[config.mk]
export PLATFORM = sky130hd
export DESIGN_NAME = rowprog_seq
export DESIGN_NICKNAME = d
export VERILOG_FILES = /design/src/rtl/rowprog_pkg.sv /design/src/rtl/rowprog_shifter.sv /design/src/rtl/rowprog_packer.sv /design/src/rtl/rowprog_opgen.sv /design/src/rtl/rowprog_seq.sv
export SDC_FILE = /design/constraint.sdc
export NUM_CORES = 1
export LEC_CHECK = 0
export BUFFER_PORTS_ARGS = -buffer_cell sky130_fd_sc_hd__buf_2
export CORE_MARGIN = 2
export CORE_UTILIZATION = 60
export CTS_CLUSTER_DIAMETER = 120
export DETAILED_ROUTE_END_ITERATION = 10
export PLACE_DENSITY = 0.8
export SLEW_MARGIN = 20
export SYNTH_ARGS = -nofsm -noshare
export SYNTH_HDL_FRONTEND = slang
export SYNTH_SLANG_ARGS = --single-unit
[constraint.sdc]
create_clock -name clk -period 2.8 [get_ports clk]
set_input_delay 0.56 -clock clk [delete_from_list [all_inputs] [get_ports clk]]
set_output_delay 0.56 -clock clk [all_outputs]
set_load 0.02 [all_outputs]
[src/rtl/rowprog_pkg.sv]
package rowprog_pkg;

  localparam int INSTR_W     = 24;
  localparam int LIT_W       = 16;
  localparam int CMD_W       = 4;
  localparam int FRAME_BITS  = CMD_W + INSTR_W;
  localparam int GROUP_WORDS = 4;
  localparam int GROUP_REGS  = 6;
  localparam int LATCH_OPS_N = 8;

  localparam logic [CMD_W-1:0]   SERIAL_CMD  = 4'b0000;
  localparam logic [INSTR_W-1:0] OP_NOP      = 24'h000000;
  localparam logic [INSTR_W-1:0] OP_GOTO_RST = 24'h040200;
  localparam logic [INSTR_W-1:0] OP_CTRL_LIT = 24'h24001A;
  localparam logic [INSTR_W-1:0] OP_CTRL_MOV = 24'h883B0A;
  localparam logic [INSTR_W-1:0] OP_PAGE_MOV = 24'h880190;

  typedef enum logic [3:0] {
    PH_IDLE, PH_EXIT, PH_CTRL, PH_PTR, PH_FETCH, PH_REGS,
    PH_RDPTR, PH_LATCH, PH_TRIG, PH_PCRST, PH_DRAIN
  } phase_t;

  typedef logic [GROUP_WORDS-1:0][INSTR_W-1:0] group_t;

  // literal move: opcode nibble, 16-bit literal, destination register
  function automatic logic [INSTR_W-1:0] mov_lit(input logic [LIT_W-1:0] lit,
                                                 input logic [3:0] rd);
    return {4'h2, lit, rd};
  endfunction

  // packed register image for one group of four words
  function automatic logic [LIT_W-1:0] pack_reg(input group_t g, input logic [2:0] sel);
    logic [LIT_W-1:0] r;
    case (sel)
      3'd0:    r = g[0][15:0];
      3'd1:    r = {g[1][23:16], g[0][23:16]};
      3'd2:    r = g[1][15:0];
      3'd3:    r = g[2][15:0];
      3'd4:    r = {g[3][23:16], g[2][23:16]};
      3'd5:    r = g[3][15:0];
      default: r = '0;
    endcase
    return r;
  endfunction

  // index of the last instruction of each phase
  function automatic logic [2:0] phase_last(input phase_t p);
    logic [2:0] n;
    case (p)
      PH_EXIT:  n = 3'd2;
      PH_CTRL:  n = 3'd1;
      PH_PTR:   n = 3'd2;
      PH_REGS:  n = 3'(GROUP_REGS - 1);
      PH_LATCH: n = 3'(LATCH_OPS_N - 1);
      PH_TRIG:  n = 3'd1;
      PH_PCRST: n = 3'd1;
      default:  n = 3'd0;
    endcase
    return n;
  endfunction

  function automatic logic phase_emits(input phase_t p);
    return (p != PH_IDLE) && (p != PH_FETCH) && (p != PH_DRAIN);
  endfunction

endpackage

[src/rtl/rowprog_shifter.sv]
module rowprog_shifter
  import rowprog_pkg::*;
#(
  parameter int DIV = 4
) (
  input  logic               clk,
  input  logic               rst_n,
  input  logic               load,
  input  logic [INSTR_W-1:0] frame_in,
  output logic               idle,
  output logic               frame_done,
  output logic               pgc,
  output logic               pgd
);
  localparam int DW = (DIV > 1) ? $clog2(DIV) : 1;
  localparam int BW = $clog2(FRAME_BITS);

  logic                  active;
  logic [FRAME_BITS-1:0] sr;
  logic [BW-1:0]         bitn;
  logic [DW-1:0]         divn;
  logic                  clk_q;
  logic                  tick;
  logic                  fall;

  assign tick       = active && (divn == DW'(DIV - 1));
  assign fall       = tick && clk_q;
  assign frame_done = fall && (bitn == BW'(FRAME_BITS - 1));

  always_ff @(posedge clk) begin
    if (!rst_n) begin
      active <= 1'b0;
      sr     <= '0;
      bitn   <= '0;
      divn   <= '0;
      clk_q  <= 1'b0;
    end else if (!active) begin
      if (load) begin
        active <= 1'b1;
        sr     <= {frame_in, SERIAL_CMD};
        bitn   <= '0;
        divn   <= '0;
        clk_q  <= 1'b0;
      end
    end else if (tick) begin
      divn  <= '0;
      clk_q <= !clk_q;
      if (fall) begin
        if (frame_done) begin
          active <= 1'b0;
        end else begin
          bitn <= bitn + 1'b1;
          sr   <= sr >> 1;
        end
      end
    end else begin
      divn <= divn + 1'b1;
    end
  end

  assign idle = !active;
  assign pgc  = clk_q;
  assign pgd  = active & sr[0];
endmodule

[src/rtl/rowprog_packer.sv]
module rowprog_packer
  import rowprog_pkg::*;
(
  input  logic               clk,
  input  logic               rst_n,
  input  logic               take,
  input  logic               word_valid,
  input  logic [INSTR_W-1:0] word_data,
  output logic               word_ready,
  output logic               grp_full,
  output group_t             grp
);
  localparam int CW = $clog2(GROUP_WORDS);

  logic [CW-1:0] cnt;
  logic          accept;

  assign word_ready = take;
  assign accept     = take && word_valid;
  assign grp_full   = accept && (cnt == CW'(GROUP_WORDS - 1));

  always_ff @(posedge clk) begin
    if (!rst_n) begin
      cnt <= '0;
      grp <= '0;
    end else if (accept) begin
      grp[cnt] <= word_data;
      cnt      <= grp_full ? '0 : cnt + 1'b1;
    end
  end
endmodule

[src/rtl/rowprog_opgen.sv]
module rowprog_opgen
  import rowprog_pkg::*;
#(
  parameter logic [INSTR_W-1:0] RDPTR_OP = 24'hEB0300,
  parameter logic [INSTR_W-1:0] TRIG_OP0 = 24'hA8E761,
  parameter logic [INSTR_W-1:0] TRIG_OP1 = 24'h000000,
  parameter logic [LATCH_OPS_N-1:0][INSTR_W-1:0] LATCH_OPS = '0
) (
  input  phase_t             phase,
  input  logic [2:0]         sub,
  input  logic [INSTR_W-1:0] addr,
  input  group_t             grp,
  output logic [INSTR_W-1:0] instr
);
  always_comb begin
    instr = OP_NOP;
    case (phase)
      PH_EXIT:  instr = (sub == 3'd1) ? OP_GOTO_RST : OP_NOP;
      PH_CTRL:  instr = (sub == 3'd0) ? OP_CTRL_LIT : OP_CTRL_MOV;
      PH_PTR: begin
        case (sub)
          3'd0:    instr = mov_lit({8'h00, addr[23:16]}, 4'd0);
          3'd1:    instr = OP_PAGE_MOV;
          default: instr = mov_lit(addr[15:0], 4'd7);
        endcase
      end
      PH_REGS:  instr = mov_lit(pack_reg(grp, sub), {1'b0, sub});
      PH_RDPTR: instr = RDPTR_OP;
      PH_LATCH: instr = LATCH_OPS[sub];
      PH_TRIG:  instr = (sub == 3'd0) ? TRIG_OP0 : TRIG_OP1;
      PH_PCRST: instr = (sub == 3'd0) ? OP_GOTO_RST : OP_NOP;
      default:  instr = OP_NOP;
    endcase
  end
endmodule

[src/rtl/rowprog_seq.sv]
module rowprog_seq
  import rowprog_pkg::*;
#(
  parameter int CLK_DIV = 4,
  parameter int GROUPS  = 16,
  parameter logic [INSTR_W-1:0] RDPTR_OP = 24'hEB0300,
  parameter logic [INSTR_W-1:0] TRIG_OP0 = 24'hA8E761,
  parameter logic [INSTR_W-1:0] TRIG_OP1 = 24'h000000,
  parameter logic [LATCH_OPS_N-1:0][INSTR_W-1:0] LATCH_OPS = {
    24'hBB1BB6, 24'hBBEBB6, 24'hBBDBB6, 24'hBB0BB6,
    24'hBB1BB6, 24'hBBEBB6, 24'hBBDBB6, 24'hBB0BB6}
) (
  input  logic               clk,
  input  logic               rst_n,
  input  logic               start,
  input  logic [INSTR_W-1:0] start_addr,
  output logic               busy,
  output logic               done,
  input  logic               word_valid,
  input  logic [INSTR_W-1:0] word_data,
  output logic               word_ready,
  output logic               pgc,
  output logic               pgd
);
  localparam int GCW = (GROUPS > 1) ? $clog2(GROUPS) : 1;

  phase_t             phase;
  logic [2:0]         sub;
  logic [GCW-1:0]     grp_cnt;
  logic [INSTR_W-1:0] addr_q;
  logic               done_q;

  // named internal events
  logic               shift_idle;
  logic               frame_done;
  logic               frame_issue;
  logic               grp_full;
  logic               phase_end;
  logic               last_group;
  logic [INSTR_W-1:0] instr;
  group_t             grp;

  assign frame_issue = phase_emits(phase) && shift_idle;
  assign phase_end   = (sub == phase_last(phase));
  assign last_group  = (grp_cnt == GCW'(GROUPS - 1));

  rowprog_packer u_pack (
    .clk        (clk),
    .rst_n      (rst_n),
    .take       (phase == PH_FETCH),
    .word_valid (word_valid),
    .word_data  (word_data),
    .word_ready (word_ready),
    .grp_full   (grp_full),
    .grp        (grp)
  );

  rowprog_opgen #(
    .RDPTR_OP  (RDPTR_OP),
    .TRIG_OP0  (TRIG_OP0),
    .TRIG_OP1  (TRIG_OP1),
    .LATCH_OPS (LATCH_OPS)
  ) u_gen (
    .phase (phase),
    .sub   (sub),
    .addr  (addr_q),
    .grp   (grp),
    .instr (instr)
  );

  rowprog_shifter #(.DIV(CLK_DIV)) u_shift (
    .clk        (clk),
    .rst_n      (rst_n),
    .load       (frame_issue),
    .frame_in   (instr),
    .idle       (shift_idle),
    .frame_done (frame_done),
    .pgc        (pgc),
    .pgd        (pgd)
  );

  always_ff @(posedge clk) begin
    if (!rst_n) begin
      phase   <= PH_IDLE;
      sub     <= '0;
      grp_cnt <= '0;
      addr_q  <= '0;
      done_q  <= 1'b0;
    end else begin
      done_q <= 1'b0;
      case (phase)
        PH_IDLE: begin
          if (start) begin
            phase   <= PH_EXIT;
            addr_q  <= start_addr;
            sub     <= '0;
            grp_cnt <= '0;
          end
        end
        PH_FETCH: begin
          if (grp_full) begin
            phase <= PH_REGS;
            sub   <= '0;
          end
        end
        PH_DRAIN: begin
          if (frame_done) begin
            phase  <= PH_IDLE;
            done_q <= 1'b1;
          end
        end
        default: begin
          if (frame_issue) begin
            if (!phase_end) begin
              sub <= sub + 1'b1;
            end else begin
              sub <= '0;
              case (phase)
                PH_EXIT:  phase <= PH_CTRL;
                PH_CTRL:  phase <= PH_PTR;
                PH_PTR:   phase <= PH_FETCH;
                PH_REGS:  phase <= PH_RDPTR;
                PH_RDPTR: phase <= PH_LATCH;
                PH_LATCH: begin
                  phase   <= last_group ? PH_TRIG : PH_FETCH;
                  grp_cnt <= grp_cnt + 1'b1;
                end
                PH_TRIG:  phase <= PH_PCRST;
                default:  phase <= PH_DRAIN;
              endcase
            end
          end
        end
      endcase
    end
  end

  assign busy = (phase != PH_IDLE);
  assign done = done_q;
endmodule

==> run metrics, run 1 <==
Hold EP addr_q[18]$_SDFFE_PN0P_; cell area after layout 9313 µm²; # fillers 1180; Initial Util 0.6082; status finished, final reports clean; Max Fclk 400.1 MHz; flops & latches, synth 174; Psw 2659 µW; DIE AREA 14870 µm²; CP peak stage delay 0.76 ns; CTS H-tree depth 4; hold path start start_addr[18]; maximum root-to-sink buffer count 2; Final ANT Viol Nets 0; Die Y 121.9 µm; switching share of power 0.3594; CTS tree done; mapped cell area 8344 µm²; clock sink count 174; crit end category flop; CP delay by family, top compound AO/OA/AOI/OAI gates; Worst-Margin Slew 0.6991 ns; Post-Syn Nets 1103; die width 121.9 µm; Worst Clk Skew 0.008843 ns; Final Routed Wirelength 22160 µm; CORE AREA 13720 µm²; post-synth top area share 0.4175; register share of total power 0.405; cell count after synthesis 1039; CTS root buf clkbuf_16; GR Overflow Total 0; Detailed Place HPWL 14480 µm; sequential area share after synthesis 0.4175; commonest non-fill, non-tap cell in the layout nand2_1; Worst EP arrival 2.82 ns; total number of vias 7543; DR vias/cell 6.039; # diodes 0; initial antenna violation count 0; vias in the first global route 7086; RSZ-0062 raised after global routing no; Initial DRT Pass Iterations 7; P per Cell Area 794.4 nW/µm²; Worst Hold Class input pin to flop; critical path's slowest cell dfxtp_1; final core utilization 0.6788; buffers and inverters on the worst path 0; reg2reg start phase[1]$_SDFFE_PN0P_; DR DRC count 0; Crit Path Max Fanout 20; top cells by area, synth dfxtp_1, nand2_1, a21boi_0; I/O pins 57; CTS Buf Count 17; worst path cell trace nor4b_2 > or4_1 > nand4_4 > a2111oi_4 > o21ai_0 > o211a_1; Clk network pwr share 0.304; worst skew pair latency 0.43 ns; top cell type by total area after synthesis dfxtp_1; CP Launch Type flop; syn_area_per_cell 8.031 µm²; highest-count cells in the layout ignoring fill and taps nand2_1, dfxtp_1, a21boi_0; Final nets 1120; worst reg-to-reg setup slack 0.30 ns; period utilization 0.8927; Max rail drop VDD 0.5237 mV; Synth cell types 65; Placed Area 8753 µm²; clock-pin slew on the worst setup and hold paths 0.07 ns; area grow syn2layout 11.61%; internal power 4739 µW; max cap viols 0; Comb pwr share 0.291; WS Path Type flop to flop; largest net degree at the start of global routing 88; setup_tns 0 ns; Tot GR Track Use 0.3079; Hold Vio Cnt, Final 0; iteration-0 DRC count of the detailed router 885; Routed WL per cell 17.74 µm; Slew HR 0.5339; PortBufs 56; yosys warns 0; first-pass GRT wire length 36000 µm; row cnt 43; GP Congestion 0.9695; max-slew violations 0; Worst R2R End phase[3]$_SDFFE_PN0P_; Tmin final 2.500 ns; # Post-CTS Setup Buffers 0; Hold Path Cell Cnt 3; post-synthesis async set-or-reset flop share 0; worst endpoint required time 3.12 ns; final setup vio count 0; share of cells above drive strength 1 0.1366; Pleak 0.003313 µW; EDFF count, synth 0; FF-to-FF path depth 6; main flop type after synthesis dfxtp_1
==> cells by family (layout without fill, tap and decap cells) <==
family | count (synthesis) | count (layout) | share of synthesized area
compound gates | 317 | 317 | 0.2713
xor+xnor | 8 | 8 | 0.008396
fa+ha+maj | 12 | 12 | 0.01799
buf+inv | 103 | 133 | 0.05083
flops | 174 | 174 | 0.4175
mux | 13 | 13 | 0.01739
simple gates | 412 | 412 | 0.2167
==> synthesized netlist by cell type, types with 2 or more instances <==
library cell and instances:
o31ai_1 5, mux2_2 12, a21boi_1 10, nor4b_2 2, nand3b_1 2, nor3_1 13
a221o_1 6, buf_1 6, a21oi_1 37, nor4b_1 2, a221oi_1 13, o211ai_1 2
nor3b_1 7, clkbuf_1 67, nor2_1 40, nand3_1 14, nand4_1 2, nand4b_1 2
nand2_1 283, a21o_1 2, buf_6 2, or3_1 3, xor2_1 4, xnor2_1 4
dfxtp_1 174, buf_2 17, and2_1 8, a31oi_1 2, a21boi_0 118, ha_1 12
o21a_1 2, a22o_1 8, o22ai_1 5, o32ai_1 3, nand2b_1 9, a22oi_1 13
nor2b_1 11, and3_1 6, a32oi_1 2, a222oi_1 13, o21ai_0 59, inv_1 10
o211a_1 5
==> power groups by stage <==
stage / Sequential [µW] / Clock (µW) / Combinational, µW
after global placement: 3030 / 0 / 2040
after floorplan: 2890 / 0 / 1610
after global routing: 3020 / 2360 / 2370
after CTS: 2980 / 2270 / 2110
final: 2990 / 2250 / 2150
after detailed placement: 3030 / 0 / 2080
==> final cells by class <==
| cell class | count | area, µm² | area share |
|---|---|---|---|
| inverter | 10 | 37.54 | 0.004031 |
| tap | 180 | 225.2 | 0.02418 |
| multi-input combinational | 762 | 4437 | 0.4764 |
| timing repair buffer | 91 | 570.5 | 0.06127 |
| clock buffer | 19 | 452.9 | 0.04864 |
| sequential | 174 | 3485 | 0.3742 |
| clock inverter | 13 | 105.1 | 0.01129 |
==> routing by layer <==
layer	track usage	up-vias	share of wire
met4	0.1106	0	0.024
met1	0.4176	3492	0.43
met5	0	-	0
li1	-	3636	-
met3	0.07537	54	0.086
met2	0.4787	361	0.46
==> per-stage QoR <==
stage	instances	setup slack, ns	hold slack (ns)	power, µW
after floorplan	1039	0.5230	0.4316	4505
final	1249	0.3004	0.3724	7398
after detailed placement	1217	0.3380	0.4440	5107
after global routing	1249	0.05132	0.3796	7751
after CTS	1249	0.2582	0.3654	7357
after global placement	1217	0.4231	0.4408	5069
==> worst min-delay path: cells and delay by family <==
| family | cells | cell delay (ns) |
|---|---|---|
| AO/OA/AOI/OAI | 1 | 0.06 |
| buffers and inverters | 1 | 0.09 |
| AND/OR/NAND/NOR | 1 | 0.04 |
==> registers in the layout, indices dropped and copies added, names as in the netlist, named ones only <==
signal and cells:
addr_q 24, u_shift.pgc 1, u_shift.active 1, done 1, phase 4, u_shift.bitn 5
grp_cnt 4, u_pack.cnt 2, u_shift.divn 2, sub 3, u_pack.grp 96, u_shift.sr 28
==> worst max-delay path by stage <==
stage | to | slack, ns | cells after the start | from
2_1_floorplan | u_shift.sr[9]$_SDFFE_PN0P_ | 0.52 | 10 | sub[2]$_SDFFE_PN0N_
3_3_place_gp | phase[3]$_SDFFE_PN0P_ | 0.42 | 6 | phase[1]$_SDFFE_PN0P_
3_5_place_dp | phase[3]$_SDFFE_PN0P_ | 0.34 | 6 | phase[1]$_SDFFE_PN0P_
4_1_cts | u_shift.sr[9]$_SDFFE_PN0P_ | 0.26 | 9 | sub[0]$_SDFFE_PN0N_
5_1_grt | u_shift.sr[14]$_SDFFE_PN0P_ | 0.05 | 9 | sub[1]$_SDFFE_PN0N_
6_report | phase[3]$_SDFFE_PN0P_ | 0.30 | 6 | phase[1]$_SDFFE_PN0P_
==> timing repair <==
item / CTS / global route
setup endpoints to repair: 0 / 1
resized for setup: 0 / 1
hold buffers: 0 / 0
No activity file was read; power rests on OpenSTA's default activity.
==> inputs of run 2 (changes only) <==
--- a/config.mk
+++ b/config.mk
@@ -10,7 +10,7 @@
 export CORE_UTILIZATION = 60
 export CTS_CLUSTER_DIAMETER = 120
 export DETAILED_ROUTE_END_ITERATION = 10
-export PLACE_DENSITY = 0.8
+export PLACE_DENSITY = 0.79
 export SLEW_MARGIN = 20
 export SYNTH_ARGS = -nofsm -noshare
 export SYNTH_HDL_FRONTEND = slang
==> run 2 against run 1 <==
  * Clock power shrank 2%
  * Sequential share of layout area is 0.067 points higher
  * Fmax is 2.2% lower
  * Setup slack got worse by 0.056 ns
  * Worst hold slack got worse by 0.0043 ns
  * Critical path depth rose by 3
  * First-iteration DRC count is 4.1% higher
  * Total power down 0.84%
  * Via count is 1.5% higher
  * Die area did not move
  * Critical endpoint is now u_shift.sr[9]$_SDFFE_PN0P_
  * Sequential power is essentially flat
==> run metrics, run 2 (synthesis results as in run 1) <==
critical path's slowest cell dfxtp_1; GR Overflow Total 0 (unchanged); Clk network pwr share 0.301 (-0.003); row cnt 43 (unchanged); Final nets 1120 (unchanged); CORE AREA 13720 µm² (unchanged); highest-count cells in the layout ignoring fill and taps nand2_1, dfxtp_1, a21boi_0; CP peak stage delay 0.52 ns (-0.24 ns); maximum root-to-sink buffer count 2 (unchanged); Detailed Place HPWL 14800 µm (+2.2%); clock-pin slew on the worst setup and hold paths 0.07 ns (about the same); iteration-0 DRC count of the detailed router 921 (+4.1%); Worst EP arrival 2.87 ns (+0.05 ns); clock sink count 174 (unchanged); status finished, final reports clean; # diodes 0 (unchanged); final core utilization 0.6773 (-0.001459); most frequent CP cell nor2_1; max-slew violations 0 (unchanged); # Post-CTS Setup Buffers 0 (unchanged); Worst Hold Class input pin to flop; Worst R2R End u_shift.sr[9]$_SDFFE_PN0P_; Psw 2617 µW (-1.6%); Non-Filler Instances 1247 (-0.16%); final setup vio count 0 (unchanged); register share of total power 0.404 (about the same); Initial Util 0.6082 (unchanged); Placed Cells 1217 (unchanged); total number of vias 7655 (+1.5%); WS Path Type flop to flop; CTS root buf clkbuf_16; CTS tree done; P per Cell Area 789.4 nW/µm² (-0.63%); RSZ-0062 raised after global routing no; hold path start start_addr[15]; max cap viols 0 (unchanged); Routed WL per cell 17.91 µm (+0.96%); Hold Vio Cnt, Final 0 (unchanged); CTS H-tree depth 4 (unchanged); largest net degree at the start of global routing 92 (+4.5%); post_cts resized 0 (unchanged); Die Y 121.9 µm (unchanged); buffers and inverters on the worst path 2 (+2); I/O pins 57 (unchanged); crit end category flop; GP Congestion 0.9282 (-4.3%); Initial DRT Pass Iterations 5 (-2); Final Routed Wirelength 22340 µm (+0.80%); CP delay by family, top compound AO/OA/AOI/OAI gates; Most flops, register u_pack.grp; setup_tns 0 ns (unchanged); Worst Clk Skew 0.007672 ns (-0.001172 ns); initial antenna violation count 0 (unchanged); worst skew pair latency 0.43 ns (about the same); Max Fclk 391.4 MHz (-2.2%); Final ANT Viol Nets 0 (unchanged); worst reg-to-reg setup slack 0.24 ns (-0.06 ns); Crit Path Max Fanout 15 (-25%); share of cells above drive strength 1 0.1340 (-0.002556); worst endpoint required time 3.11 ns (about the same); biggest registers after layout u_pack.grp: 96 flops, u_shift.sr: 28 flops, addr_q: 24 flops; max reg flops 96 (unchanged); CP Launch Type flop; CTS Buf Count 17 (unchanged); reg2reg start sub[0]$_SDFFE_PN0N_; Tmin final 2.555 ns (+0.05552 ns); Hold EP addr_q[15]$_SDFFE_PN0P_; PortBufs 56 (unchanged); Pleak 0.003300 µW (-0.39%); CTS Hold Bufs 0 (unchanged); Hold Path Cell Cnt 3 (unchanged); Comb pwr share 0.295 (+0.004); DR vias/cell 6.139 (+1.6%); first-pass GRT wire length 36770 µm (+2.1%); DR DRC count 0 (unchanged); die width 121.9 µm (unchanged); DIE AREA 14870 µm² (unchanged); commonest non-fill, non-tap cell in the layout nand2_1; internal power 4719 µW (-0.43%); Max rail drop VDD 0.5554 mV (+6.1%); Slew HR 0.5356 (+0.001720); Tot GR Track Use 0.3167 (+0.008762); worst path cell trace inv_1 > ha_1 > buf_4 > a222oi_1 > nor2_1 > a221oi_1 > nor2_1 > o41ai_1 > a21oi_1; switching share of power 0.3567 (-0.002625); FF-to-FF path depth 9 (+3); period utilization 0.9125 (+0.01983); area grow syn2layout 11.37%; vias in the first global route 7148 (+0.87%); Worst-Margin Slew 0.6966 ns (-0.002579 ns)
-- run 2: changes by cell type in the layout (fill, tap and decap cells not counted), sizes merged --
cell and delta:
inv -2
-- run 2: layout make-up --
class / count / area (µm²)
fillers: 1136 / 4427
clock inverters: 11 / 86.33
inverters: 10 / 37.54
well taps: 180 / 225.2
multi-input cells: 762 / 4437
flip-flops and latches: 174 / 3483
repair buffers: 91 / 570.5
clock buffers: 19 / 452.9
-- run 2: worst max path at each step --
stage               slack (ns)                           to           startpoint  depth (start not counted)
detailed placement        0.28   u_shift.sr[9]$_SDFFE_PN0P_  sub[0]$_SDFFE_PN0N_                          9
finish                    0.24   u_shift.sr[9]$_SDFFE_PN0P_  sub[0]$_SDFFE_PN0N_                          9
global route              0.05   u_shift.sr[9]$_SDFFE_PN0P_  sub[0]$_SDFFE_PN0N_                          9
global placement          0.34  u_shift.sr[14]$_SDFFE_PN0P_  sub[0]$_SDFFE_PN0N_                          9
floorplan                 0.52   u_shift.sr[9]$_SDFFE_PN0P_  sub[2]$_SDFFE_PN0N_                         10
CTS                       0.26   u_shift.sr[9]$_SDFFE_PN0P_  sub[0]$_SDFFE_PN0N_                          9
-- run 2: per-layer routing --
layer,up-vias,track usage,wire length [µm]
met2,377,0.4846,10150
met1,3579,0.4386,9609
li1,3641,-,-
met3,58,0.07678,2006
met4,0,0.1078,577
met5,-,0,0
-- run 2: power groups by stage --
stage	registers [µW]	logic [µW]	clock network (µW)
detailed placement	3000	2110	0
global placement	3000	2090	0
global route	2990	2400	2330
finish	2970	2170	2200
floorplan	2890	1610	0
CTS	2960	2130	2210
-- run 2: metrics by stage --
stage                     hold slack (ns)  power (µW)  area, µm²  setup WS (ns)
after floorplan                    0.4316        4505       8344         0.5230
after global placement             0.4402        5093       8753         0.3397
after detailed placement           0.4465        5117       8753         0.2756
after CTS                          0.3648        7301       9293         0.2575
after global routing               0.3626        7721       9293        0.05150
final                              0.3681        7336       9293         0.2449
-- run 2: worst reg2reg max path, stage by stage, from the launching register on --
cell	delay, ns
dfxtp_1	0.52
inv_1	0.16
ha_1	0.35
buf_4	0.24
a222oi_1	0.35
nor2_1	0.07
a221oi_1	0.24
nor2_1	0.08
o41ai_1	0.32
a21oi_1	0.10
==> inputs of run 3 (changes only) <==
--- a/config.mk
+++ b/config.mk
@@ -5,12 +5,14 @@
 export SDC_FILE = /design/constraint.sdc
 export NUM_CORES = 1
 export LEC_CHECK = 0
+export ABC_CLOCK_PERIOD_IN_PS = 2800
 export BUFFER_PORTS_ARGS = -buffer_cell sky130_fd_sc_hd__buf_2
 export CORE_MARGIN = 2
 export CORE_UTILIZATION = 60
 export CTS_CLUSTER_DIAMETER = 120
 export DETAILED_ROUTE_END_ITERATION = 10
 export PLACE_DENSITY = 0.79
+export RECOVER_POWER = 100
 export SLEW_MARGIN = 20
 export SYNTH_ARGS = -nofsm -noshare
 export SYNTH_HDL_FRONTEND = slang
==> run 3 against run 2 <==
  * First-iteration DRC count decreased by 1.7%
  * Worst hold slack better by 0.0015 ns
  * Flip-flop and latch count is the same
  * Sequential power barely moved
  * Critical path type unchanged
  * Largest cell class unchanged
==> run metrics, run 3 (synthesis results as in run 1) <==
total number of vias 7593 (-0.81%); DR DRC count 0 (unchanged); RSZ-0062 raised after global routing no; hold path start start_addr[15]; worst skew pair latency 0.43 ns (about the same); # diodes 0 (unchanged); Worst R2R End u_shift.sr[23]$_SDFFE_PN0P_; post_cts resized 0 (unchanged); crit end category flop; worst endpoint required time 3.13 ns (+0.02 ns); maximum root-to-sink buffer count 2 (unchanged); Worst Clk Skew 0.007964 ns (+0.0002923 ns); Final nets 1120 (unchanged); max-slew violations 0 (unchanged); Hold Path Cell Cnt 3 (unchanged); Tmin final 2.674 ns (+0.1188 ns); critical path's slowest cell dfxtp_1; GP Congestion 0.9282 (unchanged); # fillers 1152 (+1.4%); worst path cell trace and4bb_1 > or3_1 > nand2_1 > clkbuf_1 > o21ai_0 > nor3_1; Placed Cells 1217 (unchanged); # Post-CTS Setup Buffers 0 (unchanged); CTS Buf Count 17 (unchanged); Final Routed Wirelength 22280 µm (-0.26%); CTS Hold Bufs 0 (unchanged); PortBufs 56 (unchanged); CORE AREA 13720 µm² (unchanged); Initial Util 0.6082 (unchanged); highest-count cells in the layout ignoring fill and taps nand2_1, dfxtp_1, a21boi_0; Max rail drop VDD 0.5520 mV (-0.62%); status finished, final reports clean; iteration-0 DRC count of the detailed router 905 (-1.7%); Max Fclk 374.0 MHz (-4.4%); worst reg-to-reg setup slack 0.13 ns (-0.12 ns); Non-Filler Instances 1247 (unchanged); Worst EP arrival 3.01 ns (+0.14 ns); die width 121.9 µm (unchanged); GR Overflow Total 0 (unchanged); CTS H-tree depth 4 (unchanged); biggest registers after layout u_pack.grp: 96 flops, u_shift.sr: 28 flops, addr_q: 24 flops; Placed Area 8753 µm² (unchanged); P per Cell Area 788.2 nW/µm² (-0.15%); max cap viols 0 (unchanged); I/O pins 57 (unchanged); reg2reg start phase[0]$_SDFFE_PN0P_; CP startpoint phase[0]$_SDFFE_PN0P_; commonest non-fill, non-tap cell in the layout nand2_1; max reg flops 96 (unchanged); Tot GR Track Use 0.3167 (unchanged); DR vias/cell 6.089 (-0.81%); Hold EP addr_q[15]$_SDFFE_PN0P_; CP peak stage delay 0.67 ns (+0.15 ns); row cnt 43 (unchanged); Slew HR 0.5448 (+0.009152); initial antenna violation count 0 (unchanged); Final ANT Viol Nets 0 (unchanged); Pleak 0.003259 µW (-1.3%); WS Path Type flop to flop; period utilization 0.9550 (+0.04243); final setup vio count 0 (unchanged); CP Launch Type flop; CTS tree done; vias in the first global route 7148 (unchanged); clock sink count 174 (unchanged); Crit Path Max Fanout 17 (+2); PnR Total Power 7285 µW (-0.69%); Worst Hold Class input pin to flop; share of cells above drive strength 1 0.1237 (-0.01031); Worst-Margin Slew 0.6828 ns (-0.01373 ns); Hold Vio Cnt, Final 0 (unchanged); Die Y 121.9 µm (unchanged); Initial DRT Pass Iterations 8 (+3); CTS root buf clkbuf_16; first-pass GRT wire length 36770 µm (unchanged); largest net degree at the start of global routing 92 (unchanged); setup_tns 0 ns (unchanged); clock-pin slew on the worst setup and hold paths 0.07 ns (about the same); Detailed Place HPWL 14800 µm (unchanged); Most flops, register u_pack.grp; Routed WL per cell 17.87 µm (-0.26%); FF-to-FF path depth 6 (-3); area grow syn2layout 10.77%; DIE AREA 14870 µm² (unchanged); cell area after layout 9243 µm² (-0.54%)
## run 3: cell types whose count changed in the layout (fill, tap and decap cells not counted), sizes merged
cell / change
clkbuf: +13
buf: -13
## run 3: worst max-delay path by stage
stage,end,slack [ns],cells after the start
final,u_shift.sr[23]$_SDFFE_PN0P_,0.13,6
after global routing,u_shift.sr[23]$_SDFFE_PN0P_,0.04,6
after CTS,u_shift.sr[9]$_SDFFE_PN0P_,0.26,9
after detailed placement,u_shift.sr[9]$_SDFFE_PN0P_,0.28,9
after global placement,u_shift.sr[14]$_SDFFE_PN0P_,0.34,9
after floorplan,u_shift.sr[9]$_SDFFE_PN0P_,0.52,10
## run 3: area by class of cell
cell class                 instances  area, µm²  area share
clock buffer                      19      452.9     0.04900
clock inverter                    11      86.33    0.009341
inverter                          10      37.54    0.004061
multi-input combinational        762       4418      0.4780
sequential                       174       3483      0.3769
tap                              180      225.2     0.02437
timing repair buffer              91      539.3     0.05835
## run 3: layer usage
metal	vias to the layer above	share of wire	GRT usage
met2	331	0.46	0.4846
met3	45	0.086	0.07678
met1	3584	0.43	0.4386
met5	-	0	0
met4	0	0.023	0.1078
li1	3633	-	-
## run 3: stage by stage
stage	worst slack (ns)	utilization	hold WS, ns
after floorplan	0.5230	-	0.4316
after global placement	0.3397	0.6380	0.4402
after global routing	0.04181	0.6737	0.3626
after CTS	0.2575	0.6773	0.3648
final	0.1261	0.6737	0.3696
after detailed placement	0.2756	0.6380	0.4465
## run 3: power breakdown
group	total, µW	leakage, µW	switching [µW]	internal [µW]
clock network	2190	0.000268	1010	1180
logic	2130	0.00158	1370	755
registers	2960	0.00141	216	2750
total	7290	0.00326	2600	4690
## run 3: critical path: cells and delay by family, from the launching register on
| family | cells | cell delay, ns |
|---|---|---|
| compound gates | 1 | 0.18 |
| simple gates | 4 | 1.29 |
| buf+inv | 1 | 0.43 |
| flops | 1 | 0.67 |
